<file path="src/rtl/fis_pkg.sv">
package fis_pkg;
   localparam int REG_W       = 16;
   localparam int ADDR_W      = 3;
   localparam int NUM_DONE    = 4;
   localparam int NUM_ERRK    = 3;
   localparam int PEND_BIT    = 15;
   localparam int DONE_LSB    = 4;
   localparam int ERR_LSB     = 10;
   localparam int POL_BIT     = 6;
   localparam int RDY_BIT     = 7;
   localparam int RD_MASK_LO  = 5;

   typedef enum logic [ADDR_W-1:0] {
      A_CTRL = 3'd0,
      A_INT  = 3'd1,
      A_CFG1 = 3'd2,
      A_CFG2 = 3'd3,
      A_CMD  = 3'd4
   } reg_addr_e;
endpackage

</file>
<file path="src/rtl/fis_int_reg.sv">
module fis_int_reg
   import fis_pkg::*;
#(
   parameter int               DW       = REG_W,
   parameter int               NDONE    = NUM_DONE,
   parameter logic [DW-1:0]    COLD_VAL = 16'h8080,
   parameter logic [DW-1:0]    WARM_VAL = 16'h8010
) (
   input  logic             clk,
   input  logic             rst,
   input  logic             rst_cold,
   input  logic             wr,
   input  logic [DW-1:0]    wdata,
   input  logic [NDONE-1:0] done,
   input  logic             bad_cmd,
   input  logic             pol_high,
   output logic [DW-1:0]    int_q,
   output logic             clr_err,
   output logic             irq
);
   localparam int TOP_DONE = DONE_LSB + NDONE - 1;

   if (TOP_DONE >= PEND_BIT || DW <= PEND_BIT) begin : g_bad_layout
      $error("fis_int_reg: completion flags overlap the pending flag");
   end

   logic [DW-1:0] set_v;
   logic [DW-1:0] masked;
   logic [DW-1:0] nxt;

   always_comb begin
      set_v = '0;
      for (int k = 0; k < NDONE; k++) begin
         set_v[DONE_LSB + k] = done[k];
      end
      set_v[PEND_BIT] = (|done) | bad_cmd;
   end

   assign masked  = wr ? (int_q & wdata) : int_q;
   assign nxt     = masked | set_v;
   assign clr_err = wr & ~nxt[PEND_BIT];
   assign irq     = int_q[PEND_BIT] ^ ~pol_high;

   always_ff @(posedge clk) begin
      if (rst) int_q <= rst_cold ? COLD_VAL : WARM_VAL;
      else     int_q <= nxt;
   end


   pend_on_done_chk: assert property (@(posedge clk) disable iff (rst)
      (|done) |=> int_q[PEND_BIT]);

   for (genvar k = 0; k < NDONE; k++) begin : g_done_chk

      kind_flag_chk: assert property (@(posedge clk) disable iff (rst)
         done[k] |=> int_q[DONE_LSB + k]);
   end


   and_write_chk: assert property (@(posedge clk) disable iff (rst)
      (wr && done == '0 && !bad_cmd) |=> int_q == ($past(int_q) & $past(wdata)));


   event_wins_chk: assert property (@(posedge clk) disable iff (rst)
      (wr && bad_cmd) |=> int_q[PEND_BIT]);
endmodule

</file>
<file path="src/rtl/fis_err_reg.sv">
module fis_err_reg
   import fis_pkg::*;
#(
   parameter int NERR = NUM_ERRK
) (
   input  logic            clk,
   input  logic            rst,
   input  logic            clr,
   input  logic [NERR-1:0] err_evt,
   input  logic            bad_cmd,
   output logic [NERR:0]   err_q
);
   logic [NERR:0] set_v;
   logic [NERR:0] nxt;

   assign set_v = {err_evt, (|err_evt) | bad_cmd};
   assign nxt   = (clr ? '0 : err_q) | set_v;

   always_ff @(posedge clk) begin
      if (rst) err_q <= '0;
      else     err_q <= nxt;
   end


   cmd_err_on_fail_chk: assert property (@(posedge clk) disable iff (rst)
      (|err_evt) |=> err_q[0]);


   cmd_err_on_bad_chk: assert property (@(posedge clk) disable iff (rst)
      bad_cmd |=> err_q[0]);


   wipe_chk: assert property (@(posedge clk) disable iff (rst)
      (clr && err_evt == '0 && !bad_cmd) |=> err_q == '0);


   hold_chk: assert property (@(posedge clk) disable iff (rst)
      (!clr && err_evt == '0 && !bad_cmd) |=> $stable(err_q));
endmodule

</file>
<file path="src/rtl/fis_cfg_reg.sv">
module fis_cfg_reg
   import fis_pkg::*;
#(
   parameter int            DW       = REG_W,
   parameter logic [DW-1:0] CFG1_RST = 16'h40C0,
   parameter logic [DW-1:0] CFG2_RST = 16'h0000
) (
   input  logic          clk,
   input  logic          rst,
   input  logic          wr1,
   input  logic          wr2,
   input  logic [DW-1:0] wdata,
   output logic [DW-1:0] cfg1_q,
   output logic [DW-1:0] cfg2_q,
   output logic          ready
);
   if (DW <= RDY_BIT || DW <= POL_BIT) begin : g_bad_width
      $error("fis_cfg_reg: word too narrow for control bits");
   end

   always_ff @(posedge clk) begin
      if (rst) begin
         cfg1_q <= CFG1_RST;
         cfg2_q <= CFG2_RST;
         ready  <= 1'b1;
      end else begin
         if (wr1) begin
            cfg1_q <= wdata;
            ready  <= wdata[RDY_BIT];
         end
         if (wr2) cfg2_q <= wdata;
      end
   end


   ready_follow_chk: assert property (@(posedge clk) disable iff (rst)
      wr1 |=> ready == $past(wdata[RDY_BIT]));


   ready_hold_chk: assert property (@(posedge clk) disable iff (rst)
      !wr1 |=> $stable(ready));
endmodule

</file>
<file path="src/rtl/flash_irq_status.sv">
module flash_irq_status
   import fis_pkg::*;
#(
   parameter int               DW       = REG_W,
   parameter int               AW       = ADDR_W,
   parameter int               NDONE    = NUM_DONE,
   parameter int               NERR     = NUM_ERRK,
   parameter logic [DW-1:0]    INT_COLD = 16'h8080,
   parameter logic [DW-1:0]    INT_WARM = 16'h8010,
   parameter logic [DW-1:0]    CFG1_RST = 16'h40C0
) (
   input  logic             clk,
   input  logic             rst,
   input  logic             rst_cold,
   input  logic             wr_en,
   input  logic [AW-1:0]    addr,
   input  logic [DW-1:0]    wdata,
   output logic [DW-1:0]    rdata,
   input  logic [NDONE-1:0] done_evt,
   input  logic [NERR-1:0]  err_evt,
   input  logic             bad_cmd,
   output logic             cmd_go,
   output logic [DW-1:0]    cmd_code,
   output logic             cmd_accept,
   output logic             irq,
   output logic             ready
);
   localparam int ERR_TOP = ERR_LSB + NERR;
   localparam logic [DW-1:0] RD1_MASK = ~DW'((1 << RD_MASK_LO) - 1);

   if (DW != REG_W || AW < 3 || ERR_TOP >= DW) begin : g_bad_param
      $error("flash_irq_status: unsupported register geometry");
   end

   logic          wr_int, wr_cfg1, wr_cfg2, wr_cmd;
   logic [DW-1:0] int_q, cfg1_q, cfg2_q;
   logic [NERR:0] err_q;
   logic          clr_err;

   assign wr_int  = wr_en && (addr == AW'(A_INT));
   assign wr_cfg1 = wr_en && (addr == AW'(A_CFG1));
   assign wr_cfg2 = wr_en && (addr == AW'(A_CFG2));
   assign wr_cmd  = wr_en && (addr == AW'(A_CMD));

   fis_int_reg #(
      .DW(DW), .NDONE(NDONE), .COLD_VAL(INT_COLD), .WARM_VAL(INT_WARM)
   ) u_int (
      .clk(clk), .rst(rst), .rst_cold(rst_cold), .wr(wr_int), .wdata(wdata),
      .done(done_evt), .bad_cmd(bad_cmd), .pol_high(cfg1_q[POL_BIT]),
      .int_q(int_q), .clr_err(clr_err), .irq(irq)
   );

   fis_err_reg #(.NERR(NERR)) u_err (
      .clk(clk), .rst(rst), .clr(clr_err), .err_evt(err_evt),
      .bad_cmd(bad_cmd), .err_q(err_q)
   );

   fis_cfg_reg #(.DW(DW), .CFG1_RST(CFG1_RST), .CFG2_RST('0)) u_cfg (
      .clk(clk), .rst(rst), .wr1(wr_cfg1), .wr2(wr_cfg2), .wdata(wdata),
      .cfg1_q(cfg1_q), .cfg2_q(cfg2_q), .ready(ready)
   );

   assign cmd_accept = ~int_q[PEND_BIT];
   assign cmd_go     = wr_cmd & cmd_accept;

   always_ff @(posedge clk) begin
      if (rst)         cmd_code <= '0;
      else if (cmd_go) cmd_code <= wdata;
   end

   always_comb begin
      rdata = '0;
      case (addr)
         AW'(A_CTRL): rdata[ERR_LSB +: NERR+1] = err_q;
         AW'(A_INT):  rdata = int_q;
         AW'(A_CFG1): rdata = cfg1_q & RD1_MASK;
         AW'(A_CFG2): rdata = cfg2_q;
         AW'(A_CMD):  rdata = cmd_code;
         default:     rdata = '0;
      endcase
   end


   gate_closed_chk: assert property (@(posedge clk) disable iff (rst)
      cmd_go |-> !int_q[PEND_BIT]);


   code_hold_chk: assert property (@(posedge clk) disable iff (rst)
      !cmd_go |=> $stable(cmd_code));


   irq_level_chk: assert property (@(posedge clk) disable iff (rst)
      ($stable(int_q) && $stable(cfg1_q)) |-> $stable(irq));
endmodule

</file>
<file path="config.mk">
export PLATFORM = sky130hd
export DESIGN_NAME = flash_irq_status
export DESIGN_NICKNAME = d
export VERILOG_FILES = /design/src/rtl/fis_pkg.sv /design/src/rtl/fis_int_reg.sv /design/src/rtl/fis_err_reg.sv /design/src/rtl/fis_cfg_reg.sv /design/src/rtl/flash_irq_status.sv
export SDC_FILE = /design/constraint.sdc
export NUM_CORES = 1
export LEC_CHECK = 0
export BUFFER_PORTS_ARGS = -buffer_cell sky130_fd_sc_hd__buf_2
export CORE_ASPECT_RATIO = 0.7
export CORE_MARGIN = 2
export CORE_UTILIZATION = 35
export DETAILED_ROUTE_END_ITERATION = 7
export PLACE_DENSITY = 0.64
export SLEW_MARGIN = 20
export SYNTH_ARGS = -nofsm -noshare
export SYNTH_HDL_FRONTEND = slang
export SYNTH_SLANG_ARGS = --single-unit
</file>
<file path="constraint.sdc">
create_clock -name clk -period 2.6 [get_ports clk]
set_clock_uncertainty 0.2 [all_clocks]
set_input_delay 0.39 -clock clk [delete_from_list [all_inputs] [get_ports clk]]
set_output_delay 0.39 -clock clk [all_outputs]
set_load 0.005 [all_outputs]
</file>
==> results.txt <==
DIE HEIGHT: 80.0 um
crit start category: primary input
FP Rows: 27
Worst EP required: 2010 ps
total negative setup slack: 0 ps
via count: 2729
clock sinks: 63
Comb power frac: 7.0%
Critical Path End Type: output port
CTS resizes: 0
largest net degree at the start of global routing: 43
H-tree lvl count: 3
crit path DAT: 1630 ps
share of layout cells above drive strength 1: 25.4%
DRC violations left: 0
Hold Path Class: in -> reg
IO Pins: 67
clock root buffer master: clkbuf_16
GPL Wtd Cong: 0.794
critical path fanouts, max: 25
worst reg2reg path depth: 3
Synth Register Bits: 63
die width: 113 um
worst stage delay on the critical path: 440 ps
Worst Setup SP: addr[1]
global-route wire length before repair: 13600 um
leakage power: 1.45 nW
Syn Nets: 362
maximum clock rate: 450 MHz
initial DRC count: 211
Fin. Hold Viols: 0
commonest non-fill, non-tap cell in the layout: buf_2
P_int: 2.00 mW
Max VDD drop: 0.376 mV
Wirelength per Cell: 16.9 um
Worst Tran Pin Value: 557 ps
Async SR Flop Fraction: 0%
Inserted Clock Buffers: 9
initial antenna violation count: 0
fin worst setup slack: 376 ps
Tot GR Track Use: 19.6%
final setup violation count: 0
antenna-violating nets left: 0
Seq/Total Area, Yosys: 45.1%
synth warn: 0
Post-synth EDFFs: 4
clk buf depth: 2
mapped cell area: 0.00289 mm^2
Setup CP Type: in -> out
hold path startpoint: done_evt[2]
Final Power: 2.54 mW
Switching Share: 21.2%
vias in the first global route: 2595
worst r2r src: u_int.int_q[15]
Min-Delay Path Depth: 3
full die area: 0.00900 mm^2
Final Core Density: 45.4%
Ant. Diodes: 0
CTS tree: built
Area Growth Syn to Fin: 24.8%
Post-Syn Instances: 331
status: completed
NumNets Final: 424
CP max stage cell: buf_2
clock share of power: 53.3%
postcts setup bufs: 0
power density over cell area: 705 mW/mm^2
core area: 0.00794 mm^2
RSZ-0062 raised after global routing: no
Starting Density: 36.4%
net load switching power: 539 uW
syn avg cell area: 8.72 um^2
via/cell ratio: 5.47
MaxCap Viol Count: 0
Sequential Power Share: 39.7%
Final min period: 2220 ps
drt pass-1 iters: 5
cells along the critical path: buf_2, and2b_1, a22oi_1, o21ai_0, buf_2
Final Max Tran Viols: 0
cts hold-fix bufs: 0
fillers: 793
reg-to-reg critical path endpoint: u_err.err_q[1]
distinct cell type count after synthesis: 40
worst slack, placed: 388 ps
most frequent cells in the layout: 66 x buf_2, 59 x dfxtp_1, 45 x nand2_1
most used cell, CP: buf_2
GRT Residual Overflow: 0
dominant synthesized flop cell: dfxtp_1
HPWL after detailed placement: 5740 um
worst hold endpoint: u_int.int_q[6]
total wire length: 8440 um
relative slew slack: 62.8%
Final period util: 85.5%
# port buffers: 66
clock-pin slew on the worst setup and hold paths: 50 ps
flop2flop setup slack: 1120 ps
clk_lat worst skew: 330 ps
power by group through the flow:
stage	sequential, mW	combinational [mW]	clock (mW)
after CTS	1.01	0.177	1.38
after floorplan	1.02	0.108	0
final	1.01	0.179	1.35
after detailed placement	1.03	0.177	0
after global placement	1.03	0.174	0
after global routing	1.01	0.197	1.42
worst max path at each step:
stage | cells after the start | slack [ps] | endpoint
after detailed placement | 5 | 390 | rdata[15]
after global routing | 5 | 260 | rdata[15]
after CTS | 5 | 380 | rdata[15]
final | 5 | 380 | rdata[15]
after global placement | 5 | 400 | rdata[12]
after floorplan | 4 | 820 | rdata[12]
worst max-delay path, delay by kind of cell:
family / cells / cell delay [ps]
AOI/OAI and AO/OA: 2 / 340
buffers and inverters: 2 / 600
and+or+nand+nor: 1 / 300
metrics by stage:
| stage | area, um^2 | hold WS (ps) | std cells |
|---|---|---|---|
| final | 3600 | 104 | 499 |
| after CTS | 3600 | 95.1 | 499 |
| after global routing | 3600 | 105 | 499 |
| after global placement | 3270 | 238 | 483 |
| after floorplan | 2890 | 233 | 331 |
| after detailed placement | 3270 | 246 | 483 |
cell type report:
class / count / area [um^2] / share of cell area, %
Clock inverter: 4 / 93.8 / 2.60
Timing Repair Buffer: 78 / 420 / 11.7
Multi-Input combinational cell: 237 / 1410 / 39.1
Inverter: 4 / 15.0 / 0.417
Sequential cell: 63 / 1300 / 36.1
Clock buffer: 12 / 236 / 6.56
Tap cell: 101 / 126 / 3.51
cells in the mapped netlist (4+ instances only):
master	count	area, um^2
dfxtp_1	59	1180
nand2_1	45	169
a21oi_1	35	175
o21ai_0	32	160
nor2_1	27	101
mux2i_1	19	190
nand3_1	16	80.1
clkbuf_1	11	41.3
a22oi_1	8	60.1
nor3b_1	8	60.1
mux2_2	7	78.8
buf_2	6	30.0
nor2b_1	6	37.5
buf_4	5	37.5
and3_1	4	25.0
edfxtp_1	4	120
kinds of logic (layout without fill, tap and decap cells):
kind of cell / count (synthesis) / in the layout / synth area share (%)
XOR/XNOR: 1 / 1 / 0.303
multiplexers: 27 / 27 / 10.1
buffers and inverters: 31 / 98 / 6.11
AO/OA/AOI/OAI: 90 / 90 / 17.9
flip-flops: 63 / 63 / 45.1
AND/OR/NAND/NOR: 119 / 119 / 20.5
per-layer routing:
layer	wire [um]	GRT usage, %
met1	4060	26.4
met2	3760	30.4
met3	570	6.76
met4	52	4.63
met5	0	0
Note: power is estimated with default switching activity, not from simulation.
